File: src/rtl/irq_prio_pkg.sv
package irq_prio_pkg;
  localparam int ID_W = 10;
  localparam logic [ID_W-1:0] SPURIOUS_ID   = 10'd1023;
  localparam logic [ID_W-1:0] LAST_VALID_ID = 10'd1019;
  localparam logic [7:0]      IDLE_PRIO     = 8'hFF;

  // keep the top 'bits' bits of a priority value
  function automatic logic [7:0] impl_mask(input int unsigned bits);
    return 8'hFF << (8 - bits);
  endfunction

  // bits [7:bp+1] form the group part used for preemption
  function automatic logic [7:0] group_mask(input logic [2:0] bp);
    return 8'hFF << ({1'b0, bp} + 4'd1);
  endfunction
endpackage

File: src/rtl/irq_active_stack.sv
module irq_active_stack
  import irq_prio_pkg::*;
#(
  parameter int DEPTH = 8
) (
  input  logic       clk,
  input  logic       rst,
  input  logic       push,
  input  logic       pop,
  input  logic [7:0] push_prio,
  output logic [7:0] top_prio,
  output logic       empty,
  output logic       full
);
  localparam int IDX_W = (DEPTH > 1) ? $clog2(DEPTH) : 1;
  localparam int SP_W  = $clog2(DEPTH + 1);

  logic [7:0]      mem [DEPTH];
  logic [SP_W-1:0] sp;
  logic [IDX_W-1:0] top_idx, wr_idx;
  logic do_pop, do_push;

  assign empty   = (sp == '0);
  assign full    = (sp == SP_W'(DEPTH));
  assign top_idx = IDX_W'(sp - SP_W'(1));
  assign do_pop  = pop && !empty;
  assign do_push = push && (!full || do_pop);
  assign wr_idx  = do_pop ? top_idx : IDX_W'(sp);

  // storage without reset so it may map to RAM
  always_ff @(posedge clk) begin
    if (do_push) mem[wr_idx] <= push_prio;
  end

  always_ff @(posedge clk) begin
    if (rst)                      sp <= '0;
    else if (do_push && !do_pop)  sp <= sp + SP_W'(1);
    else if (do_pop && !do_push)  sp <= sp - SP_W'(1);
  end

  assign top_prio = empty ? IDLE_PRIO : mem[top_idx];


  depth_bound_chk: assert property (@(posedge clk) disable iff (rst)
    sp <= SP_W'(DEPTH));
endmodule

File: src/rtl/irq_preempt_cmp.sv
module irq_preempt_cmp
  import irq_prio_pkg::*;
#(
  parameter int PRIO_BITS = 5
) (
  input  logic       if_en,
  input  logic       cand_valid,
  input  logic [7:0] cand_prio,
  input  logic [7:0] pmask,
  input  logic [2:0] bpoint,
  input  logic [7:0] run_prio,
  input  logic       stk_empty,
  input  logic       stk_full,
  output logic [7:0] cand_q,
  output logic       sufficient
);
  localparam logic [7:0] IMPL = impl_mask(PRIO_BITS);

  logic [7:0] mask_q, gmask;
  logic unmasked, preempts;

  assign cand_q   = cand_prio & IMPL;
  assign mask_q   = pmask & IMPL;
  assign gmask    = group_mask(bpoint);
  assign unmasked = cand_q < mask_q;
  assign preempts = stk_empty || ((cand_q & gmask) < (run_prio & gmask));
  assign sufficient = if_en && cand_valid && unmasked && preempts && !stk_full;
endmodule

File: src/rtl/irq_cpu_gate.sv
module irq_cpu_gate
  import irq_prio_pkg::*;
#(
  parameter int PRIO_BITS = 5,
  parameter int DEPTH     = 8
) (
  input  logic            clk,
  input  logic            rst,
  input  logic            if_en,
  input  logic [7:0]      pmask,
  input  logic [2:0]      bpoint,
  input  logic            eoi_mode,
  input  logic            cand_valid,
  input  logic [ID_W-1:0] cand_id,
  input  logic [7:0]      cand_prio,
  input  logic            ack,
  output logic [ID_W-1:0] ack_id,
  input  logic            eoi_wr,
  input  logic [ID_W-1:0] eoi_id,
  input  logic            dir_wr,
  input  logic [ID_W-1:0] dir_id,
  output logic            irq,
  output logic [7:0]      run_prio,
  output logic            deact_vld,
  output logic [ID_W-1:0] deact_id
);
  logic [7:0] cand_q;
  logic suff, stk_empty, stk_full, eoi_ok, take;

  assign eoi_ok = eoi_wr && (eoi_id <= LAST_VALID_ID) && !stk_empty;
  assign take   = ack && suff;

  irq_preempt_cmp #(.PRIO_BITS(PRIO_BITS)) u_cmp (
    .if_en(if_en), .cand_valid(cand_valid), .cand_prio(cand_prio),
    .pmask(pmask), .bpoint(bpoint), .run_prio(run_prio),
    .stk_empty(stk_empty), .stk_full(stk_full),
    .cand_q(cand_q), .sufficient(suff)
  );

  irq_active_stack #(.DEPTH(DEPTH)) u_stack (
    .clk(clk), .rst(rst), .push(take), .pop(eoi_ok),
    .push_prio(cand_q), .top_prio(run_prio),
    .empty(stk_empty), .full(stk_full)
  );

  always_ff @(posedge clk) begin
    if (rst) begin
      irq       <= 1'b0;
      ack_id    <= SPURIOUS_ID;
      deact_vld <= 1'b0;
      deact_id  <= '0;
    end else begin
      irq <= suff;
      if (ack) ack_id <= suff ? cand_id : SPURIOUS_ID;
      deact_vld <= (eoi_ok && !eoi_mode) || (dir_wr && eoi_mode);
      deact_id  <= eoi_mode ? dir_id : eoi_id;
    end
  end


  irq_needs_en_chk: assert property (@(posedge clk) disable iff (rst)
    irq |-> $past(if_en));

  spur_keeps_run_chk: assert property (@(posedge clk) disable iff (rst)
    (ack && !suff && !eoi_ok) |=> run_prio == $past(run_prio));

  ack_sets_run_chk: assert property (@(posedge clk) disable iff (rst)
    (ack && suff) |=> run_prio == $past(cand_q));

  no_deact_mode0_chk: assert property (@(posedge clk) disable iff (rst)
    (!eoi_mode && !eoi_wr) |=> !deact_vld);

  bad_eoi_ignored_chk: assert property (@(posedge clk) disable iff (rst)
    (eoi_wr && eoi_id > LAST_VALID_ID && !ack) |=> run_prio == $past(run_prio));
endmodule

File: config.mk
export PLATFORM = sky130hd
export DESIGN_NAME = irq_cpu_gate
export DESIGN_NICKNAME = d
export VERILOG_FILES = /design/src/rtl/irq_prio_pkg.sv /design/src/rtl/irq_active_stack.sv /design/src/rtl/irq_preempt_cmp.sv /design/src/rtl/irq_cpu_gate.sv
export SDC_FILE = /design/constraint.sdc
export NUM_CORES = 1
export LEC_CHECK = 0
export BUFFER_PORTS_ARGS = -buffer_cell sky130_fd_sc_hd__buf_2
export CORE_AREA = 3 3 107 109
export DETAILED_ROUTE_END_ITERATION = 12
export DIE_AREA = 0 0 110 112
export SLEW_MARGIN = 40
export SYNTH_ARGS = -nofsm -noshare
export SYNTH_HDL_FRONTEND = slang
export SYNTH_HIERARCHICAL = 1
export SYNTH_SLANG_ARGS = --single-unit
File: constraint.sdc
create_clock -name clk -period 4.71 [get_ports clk]
set_input_delay 0.2355 -clock clk [delete_from_list [all_inputs] [get_ports clk]]
set_output_delay 0.2355 -clock clk [all_outputs]
set_load 0.02 [all_outputs]
* Word-level counts from Yosys, hierarchy flattened
Memories as Yosys holds them, arrays and structs flattened. Index checks and enable logic that the tools add are counted.
Operators by class: $add $sub $neg 3, multipliers 0, divide/modulo/power cells 0, $lt $le $gt $ge 3, eq/ne operators 1, shifts and indexed selects 1, multiplexer cells 8, bitwise operators 2, reduce and logical (&&, ||, !) cells 23
Operator list (number):
- $mux 10 | 2
- $and 8x8->8 | 2
- $lt 8x8->1 | 2
- $logic_and 1x1->1 | 13
- $le 10x10->1 const B | 1
- $mux 4 | 2
- $mux 8 | 1
- $shl 8x4->8 const A | 1
- $logic_not 1->1 | 5
- $add 3x1->4 const B | 1
- $add 4x1->4 const B | 1
- $eq 4x4->1 const B | 1
- $logic_not 4->1 | 1
- $sub 4x1->4 const B | 1
- $logic_or 1x1->1 | 3
- $mux 3 | 1
- $mux 1 | 2
- $reduce_bool 2->1 | 1
Storage, ports and cells: register bits 26, bits in latches 0, RAM bits 40, memory bits (read-only) 0, input bits 57, output and inout port bits 30, logic and storage cells 47, memories 1
Memory list:
- u_stack.mem | depth 8, bits a word 5, read ports 1, clocked after memory_dff 0, wr ports 1, line irq_active_stack.sv:18 | logic [7:0] mem [DEPTH];

* Logic depth before layout (Yosys ltp)
Gate-level depths: netlist (run 1). An unclocked memory read counts as a cell.
depth in word-level cells 14, mapped depth 22

* Modules after synthesis
The synthesis (run 1) kept the hierarchy.
Modules (own cells, without submodules):
- irq_active_stack | times used 1, cells an instance 178, area each 2885.3 um^2
- irq_cpu_gate | times used 1, cells an instance 77, area each 789.5 um^2
- irq_preempt_cmp | times used 1, cells an instance 69, area each 493.0 um^2

* Least setup slack after synthesis (run 1)
OpenSTA, ideal clock, no wires.
path kind register -> register, start register u_stack.sp[0], end memory u_stack/mem[1][0] in the netlist's numbering, enable pin, setup time 375 ps, arrival 3824 ps, slack 511 ps, cell stages (with the launch flop) 18, period minus slack after synthesis 4199 ps, cell sequence dfxtp_1 -> buf_4 -> inv_1 -> ha_1 -> clkbuf_1 -> mux4_2 -> a21oi_1 -> nor2_1 -> nand2_1 -> ha_1 -> and3_1 -> o211ai_1 -> o211ai_1 -> a21oi_1 -> nand2_1 -> inv_1 -> o21ai_0 -> a21oi_1
On the way: longest elaborated chain between the ends 12
Ends and longest elaborated chain:
- from (decl) | line irq_active_stack.sv:19 | logic [SP_W-1:0] sp;
- from (signal assigned) | line irq_active_stack.sv:37 | else if (do_push && !do_pop) sp <= sp + SP_W'(1);
- from (signal assigned) | line irq_active_stack.sv:38 | else if (do_pop && !do_push) sp <= sp - SP_W'(1);
- $sub 4x1->4 | line irq_active_stack.sv:25 | assign top_idx = IDX_W'(sp - SP_W'(1));
- $mem_v2 8x5
- $mux 8 (*) | line irq_active_stack.sv:41 | assign top_prio = empty ? IDLE_PRIO : mem[top_idx];
- named net run_prio[6] | line irq_cpu_gate.sv:23 | output logic [7:0] run_prio,
- $and 8x8->8 (*) | line irq_preempt_cmp.sv:26 | assign preempts = stk_empty || ((cand_q & gmask) < (run_prio & gmask));
- $lt 8x8->1 (*) | line irq_preempt_cmp.sv:26
- $logic_or 1x1->1 (*) | line irq_preempt_cmp.sv:26
- $logic_and 1x1->1 (*) (2 in series) | line irq_preempt_cmp.sv:27 | assign sufficient = if_en && cand_valid && unmasked && preempts && !stk_full;
- named net suff | line irq_cpu_gate.sv:28 | logic suff, stk_empty, stk_full, eoi_ok, take;
- $logic_and 1x1->1 (*) | line irq_cpu_gate.sv:31 | assign take = ack && suff;
- named net take | line irq_cpu_gate.sv:28
- $logic_and 1x1->1 (*) | line irq_active_stack.sv:27 | assign do_push = push && (!full || do_pop);
- $mux 1 (*) | line irq_active_stack.sv:32 | if (do_push) mem[wr_idx] <= push_prio;
- $mux 1 (not written as such) (*) | line irq_active_stack.sv:32
- to (decl) | line irq_active_stack.sv:18
The timed path passes the listed nets; every way through them passes the cells marked *.

* Final worst setup path (run 1)
start register u_stack.sp[1], end memory u_stack/mem[3][3] in the netlist's numbering, enable pin
On the way: longest elaborated chain between the ends 12
Ends and longest elaborated chain (line):
- $sub 4x1->4 | irq_active_stack.sv:25
- $mem_v2 8x5
- $mux 8 | irq_active_stack.sv:41
- $and 8x8->8 | irq_preempt_cmp.sv:26
- $lt 8x8->1 | irq_preempt_cmp.sv:26
- $logic_or 1x1->1 | irq_preempt_cmp.sv:26
- $logic_and 1x1->1 | irq_preempt_cmp.sv:27
- $logic_and 1x1->1 (*) | irq_preempt_cmp.sv:27
- named net suff | irq_cpu_gate.sv:28
- $logic_and 1x1->1 (*) | irq_cpu_gate.sv:31
- named net take | irq_cpu_gate.sv:28
- $logic_and 1x1->1 (*) | irq_active_stack.sv:27
- $mux 1 (*) | irq_active_stack.sv:32
- $mux 1 (not written as such) (*) | irq_active_stack.sv:32
Marked as above.

==> metrics.md, run 1 <==
| Metric | Value |
|---|---|
| Fmax | `~0.23 GHz` |
| Unique masters post-synth | `43` |
| Synth area leader | `edfxtp_1` |
| Clock Skews | `0.009703 ns` |
| Std-Cell Core Area | `10700 um^2` |
| DR vias/cell | `5.150` |
| Commonest cells after routing, fill and taps aside | `buf_2, edfxtp_1, nor2_1` |
| Detailed Route WL | `~9300 um` |
| Largest net degree at the start of global routing | `28` |
| Max-Cap Viols | `0` |
| 1st-pass router iterations | `4` |
| RSZ-0062 raised after global routing | `false` |
| Syn-to-layout area delta | `17.56%` |
| Antenna-violating nets left | `0` |
| First-pass GRT wire length | `14380 um` |
| Drt drc | `0` |
| Hold Path Class | `input pin to register` |
| DPL Wire Length | `between 6000 and 7000 um` |
| Final min period | `about 4.3 ns` |
| Cell Rows | `38` |
| Worst-Margin Slew | `around 0.56 ns` |
| CTS tree | `built` |
| Asr flop ratio synth | `0%` |
| #FFs+latches synth | `90` |
| Final Hold Viols | `0` |
| Power after layout | `around 2.6 mW` |
| Vias in the first global route | `about 2800` |
| R2r setup slk | `0.42 ns` |
| Clock transition at path regs | `approximately 0.090 ns` |
| Share of post-route cells with drive strength above 1 | `31.96%` |
| Die Ht | `112 um` |
| Synth Cell Area | `~4200 um^2` |
| Port-buffer cells | `80` |
| Total CTS buffers | `9` |
| WL per Instance | `16.79 um` |
| Critical path endpoint category | `register` |
| Outcome | `finished clean` |
| Antenna violations before repair | `0` |
| Post-synth EDFFs | `64` |
| Lkg Pwr | `1.854 nW` |
| Starting Density | `around 39%` |
| Setup TNS | `0 ns` |
| Worst skew pair latency | `approximately 0.35 ns` |
| Worst Path Required | `between 4 and 5 ns` |
| Commonest non-fill, non-tap cell in the layout | `buf_2` |
| Register area share after synthesis | `between 50% and 60%` |
| Syn_area_per_cell | `between 10 and 15 um^2` |
| Peak VDD IR | `roughly 0.34 mV` |
| CP arrival | `about 4.4 ns` |
| Setup Fix Bufs, Post-CTS | `0` |
| # diodes | `0` |
| CP Class | `register to register` |
| Root Buffer | `clkbuf_8` |
| Yosys warns | `6` |
| Final period util | `between 90% and 100%` |
| Pwr per Cell Area | `520.5 nW/um^2` |
| Total gr overflow | `0` |
| CP Launch Type | `register` |
| Io pins | `87` |
| Synth top area cells | `edfxtp_1, dfxtp_1, mux4_2` |
| Vias | `roughly 2800` |
| Htree depth | `3` |
| Initial DRC count | `202` |
| Post_cts resized | `0` |
| Count of final setup violators | `0` |
| Die Span X | `110 um` |
| Worst-case clock buffer depth | `2` |
| Count of pins over their slew limit | `0` |
| Synth Instances | `between 300 and 400` |
| Clk sink count | `90` |
| Relative slew slack | `a little over three fifths` |
| # hold bufs at CTS | `0` |
| Tot GR Track Use | `between 10% and 20%` |
| Max FO, Critical Path | `11` |
| Main synth FF type | `edfxtp_1` |
| DIE AREA | `12320 um^2` |
| Nets | `479` |
| Area share of the largest cell type after synthesis | `a little under half` |
| Placer congestion estimate | `0.7751` |
stage by stage:
stage	hold slack, ns	util, %	std cells	instance area [um^2]	setup slack, ns
finish	0.1137	45.80	553	4900	0.4243
global route	0.1130	45.80	553	4900	0.08864
CTS	0.09863	45.78	553	4897	0.2252
detailed placement	0.4699	44.12	537	4720	0.2536
global placement	0.4606	44.12	537	4720	0.3204
floorplan	0.3046	-	326	4175	0.5106
synthesized netlist by cell type, types with 8 or more instances:
cell / number
nand2b_1: 16
inv_1: 9
nor2_1: 33
ha_1: 14
o21ai_0: 8
mux2i_1: 11
clkbuf_1: 8
mux4_2: 16
nand2_1: 14
a21oi_1: 29
o22ai_1: 11
dfxtp_1: 26
edfxtp_1: 64
buf_4: 10
metal layers:
layer,up-vias,track usage (%),part of all wire [%],wire (um)
met3,8,3.072,5.8,537
met4,0,3.990,0.96,89
met1,1398,21.42,46,4277
li1,1364,-,-,-
met2,78,24.80,47,4382
met5,-,0,0,0
kinds of logic after synthesis:
logic type,count (synthesis),synth area share [%]
other,1,0.08998
buffers and inverters,33,4.173
and+or+nand+nor,91,11.14
AOI/OAI and AO/OA,65,9.877
muxes,27,11.29
adders and majority gates,14,4.203
DFF,90,58.60
xor gates and xnor gates,3,0.6306
path summary, 6_finish.rpt:
kind                                   start                     endpoint  depth (start not counted)
setup / recovery  u_stack/sp[1]$_SDFFE_PP0P_  u_stack/mem[3][3]$_DFFE_PP_                         16
hold reg to reg       ack_id[6]$_SDFFE_PP1P_       ack_id[6]$_SDFFE_PP1P_                          2
setup reg to reg  u_stack/sp[1]$_SDFFE_PP0P_  u_stack/mem[3][3]$_DFFE_PP_                         16
hold / removal                     eoi_id[1]       deact_id[1]$_SDFF_PP0_                          3
flip-flops by register name, summed over array words and instances (netlist names):
name	count
u_stack/mem	64
deact_id	10
irq	1
deact_vld	1
u_stack/sp	4
ack_id	10
where the power goes:
group	leakage [nW]	internal [mW]	switching [mW]
Sequential	0.789	0.891	0.0327
Combinational	0.979	0.458	0.684
Clock	0.0853	0.199	0.284
Total	1.85	1.55	1.00
area by class of cell:
cell class / instances / area [um^2]
well taps: 140 / 175.2
inverters: 10 / 37.54
multi-input cells: 203 / 1562
clock inverters: 6 / 50.05
fillers: 985 / 5798
repair buffers: 94 / 505.5
clock buffers: 10 / 127.6
flip-flops and latches: 90 / 2442
worst max-delay path, cell delays in order (launching register included):
cell	delay, ns
dfxtp_1	0.44
inv_1	0.11
ha_2	0.55
mux4_2	0.37
a21oi_1	0.13
nor2_1	0.09
nand2_1	0.07
ha_1	0.24
and3_1	0.18
o211ai_1	0.16
o211ai_1	0.13
a21oi_1	0.24
nand2_1	0.28
inv_1	0.16
o21ai_0	0.23
a21oi_1	0.38
buf_4	0.24
Power figures use the tool's default switching activity.
==> run 2: changes to the inputs <==
CORE_AREA = 2 2 106 108   (was 3 3 107 109)
DIE_AREA = 0 0 108 110   (was 0 0 110 112)
PLACE_DENSITY = 0.66   (was unset)
==> run 2 against run 1 <==
  * Register-to-register slack better by 0.05 ns
  * Utilization up 0.37 points
  * Die area down 3.6%
  * Sequential cell count unchanged
  * Final cell count unchanged
==> metrics.md, run 2 (synthesis gave the netlist of run 1 again) <==
| Metric | Value |
|---|---|
| Outcome | `finished clean` |
| CTS tree | `built` |
| Critical path endpoint category | `register` |
| Max FFs per register | `64` |
| Antenna-violating nets left | `0` |
| Initial DRC count | `approximately 230` |
| CP Launch Type | `register` |
| Count of pins over their slew limit | `0` |
| Std-Cell Core Area | `10700 um^2` |
| Total CTS buffers | `9` |
| CP arrival | `between 4 and 5 ns` |
| Setup TNS | `0 ns` |
| Nets | `around 480` |
| Worst r2r path cells | `16` |
| Commonest cells after routing, fill and taps aside | `buf_2, edfxtp_1, nor2_1` |
| Root Buffer | `clkbuf_8` |
| Htree depth | `3` |
| Worst-case clock buffer depth | `2` |
| Relative slew slack | `63.63%` |
| CP Class | `register to register` |
| Max FO, Critical Path | `11` |
| Vias in the first global route | `2694` |
| Tot GR Track Use | `between 10% and 20%` |
| Final Util | `46.18%` |
| Worst setup path startpoint | `u_stack/sp[1]$_SDFFE_PP0P_` |
| Share of post-route cells with drive strength above 1 | `between 30% and 40%` |
| # diodes | `0` |
| Worst-Margin Slew | `around 0.54 ns` |
| Worst hold path depth | `3` |
| Clock transition at path regs | `~0.10 ns` |
| Die Span X | `108 um` |
| 1st-pass router iterations | `4` |
| Count of final setup violators | `0` |
| Hold Path End | `ack_id[6]$_SDFFE_PP1P_` |
| Worst hold start | `cand_id[6]` |
| Final min period | `approximately 4.2 ns` |
| Worst Path Required | `roughly 4.8 ns` |
| Biggest regs | `u_stack/mem: 64 flops, ack_id: 10 flops, deact_id: 10 flops` |
| Final period util | `roughly 90%` |
| Io pins | `87` |
| Clock Skews | `0.01426 ns` |
| Hold Path Class | `input pin to register` |
| Commonest non-fill, non-tap cell in the layout | `buf_2` |
| WL per Instance | `16.25 um` |
| Final Hold Viols | `0` |
| Peak VDD IR | `about 0.34 mV` |
| Setup Fix Bufs, Post-CTS | `0` |
| R2r endpoint | `u_stack/mem[3][3]$_DFFE_PP_` |
| Largest Register | `u_stack/mem` |
| Port-buffer cells | `80` |
| # hold bufs at CTS | `0` |
| R2R Path Start | `u_stack/sp[1]$_SDFFE_PP0P_` |
| Die Ht | `110 um` |
| RSZ-0062 raised after global routing | `false` |
| Post_cts resized | `0` |
| DIE AREA | `around 12000 um^2` |
| Antenna violations before repair | `0` |
| DPL Wire Length | `~6400 um` |
| Syn-to-layout area delta | `18.52%` |
| Drt drc | `0` |
| First-pass GRT wire length | `between 10000 and 15000 um` |
| Detailed Route WL | `about 9000 um` |
| DR vias/cell | `about 5` |
| Starting Density | `between 30% and 40%` |
| Placer congestion estimate | `0.8186` |
| Fmax | `between 0.2 and 0.25 GHz` |
| Worst skew pair latency | `approximately 0.36 ns` |
| Lkg Pwr | `between 1.5 and 2 nW` |
| Pwr per Cell Area | `~530 nW/um^2` |
| Power after layout | `roughly 2.6 mW` |
| Total gr overflow | `0` |
| R2r setup slk | `0.47 ns` |
| Clk sink count | `90` |
| Largest net degree at the start of global routing | `28` |
| Cell Rows | `38` |
| Vias | `around 2800` |
| Max-Cap Viols | `0` |
==> run 2: cell count changes in the layout (fill, tap and decap cells not counted), sizes merged <==
cell	change
bufinv	+1
clkbuf	-1
inv	+1
clkinvlp	-1
==> run 2: power breakdown <==
| part | internal, mW | switching, mW |
|---|---|---|
| combinational | 0.462 | 0.675 |
| sequential | 0.891 | 0.0315 |
| clock | 0.261 | 0.296 |
==> run 2: worst max-delay path by stage <==
stage          slack (ns)                     endpoint  cells after the start
2_1_floorplan        0.51  u_stack/mem[1][0]$_DFFE_PP_                     17
3_3_place_gp         0.30  u_stack/mem[3][3]$_DFFE_PP_                     16
3_5_place_dp         0.28  u_stack/mem[3][1]$_DFFE_PP_                     16
4_1_cts              0.28  u_stack/mem[3][3]$_DFFE_PP_                     16
5_1_grt               0.1  u_stack/mem[3][3]$_DFFE_PP_                     16
6_report             0.47  u_stack/mem[3][3]$_DFFE_PP_                     16
==> run 2: layout make-up <==
class,count,area (um^2)
fill,963,5758
tap,140,175.2
timing repair buffer,94,505.5
sequential,90,2442
inverter,10,37.54
clock inverter,7,93.84
clock buffer,9,123.9
multi-input combinational,203,1562
==> run 2: layer usage <==
| layer | global-route usage (%) | part of all wire, % | vias to the layer above |
|---|---|---|---|
| li1 | - | - | 1373 |
| met1 | 20.38 | 45 | 1359 |
| met2 | 25.16 | 46 | 109 |
| met3 | 3.586 | 7.9 | 7 |
| met4 | 4.945 | 0.78 | 0 |
| met5 | 0 | 0 | - |
==> run 2: worst max-delay path: stages (launching register included) <==
cell and delay, ns:
dfxtp_1 0.43, inv_1 0.11, ha_2 0.53, mux4_2 0.25, a21oi_1 0.04, nor2_1 0.21, nand2_1 0.08, ha_1 0.31
and3_1 0.18, o211ai_1 0.16, o211ai_1 0.13, a21oi_1 0.23, nand2_1 0.26, inv_1 0.16, o21ai_0 0.19, a21oi_1 0.42
buf_4 0.26
==> run 2: per-stage QoR <==
step	setup WS, ns	area, um^2	hold WS (ns)	cells
2_1_floorplan	0.5106	4175	0.3046	326
3_3_place_gp	0.3042	4720	0.4603	537
3_5_place_dp	0.2800	4720	0.4708	537
4_1_cts	0.2757	4937	0.08389	553
5_1_grt	0.09902	4940	0.1055	553
6_report	0.4697	4940	0.1017	553
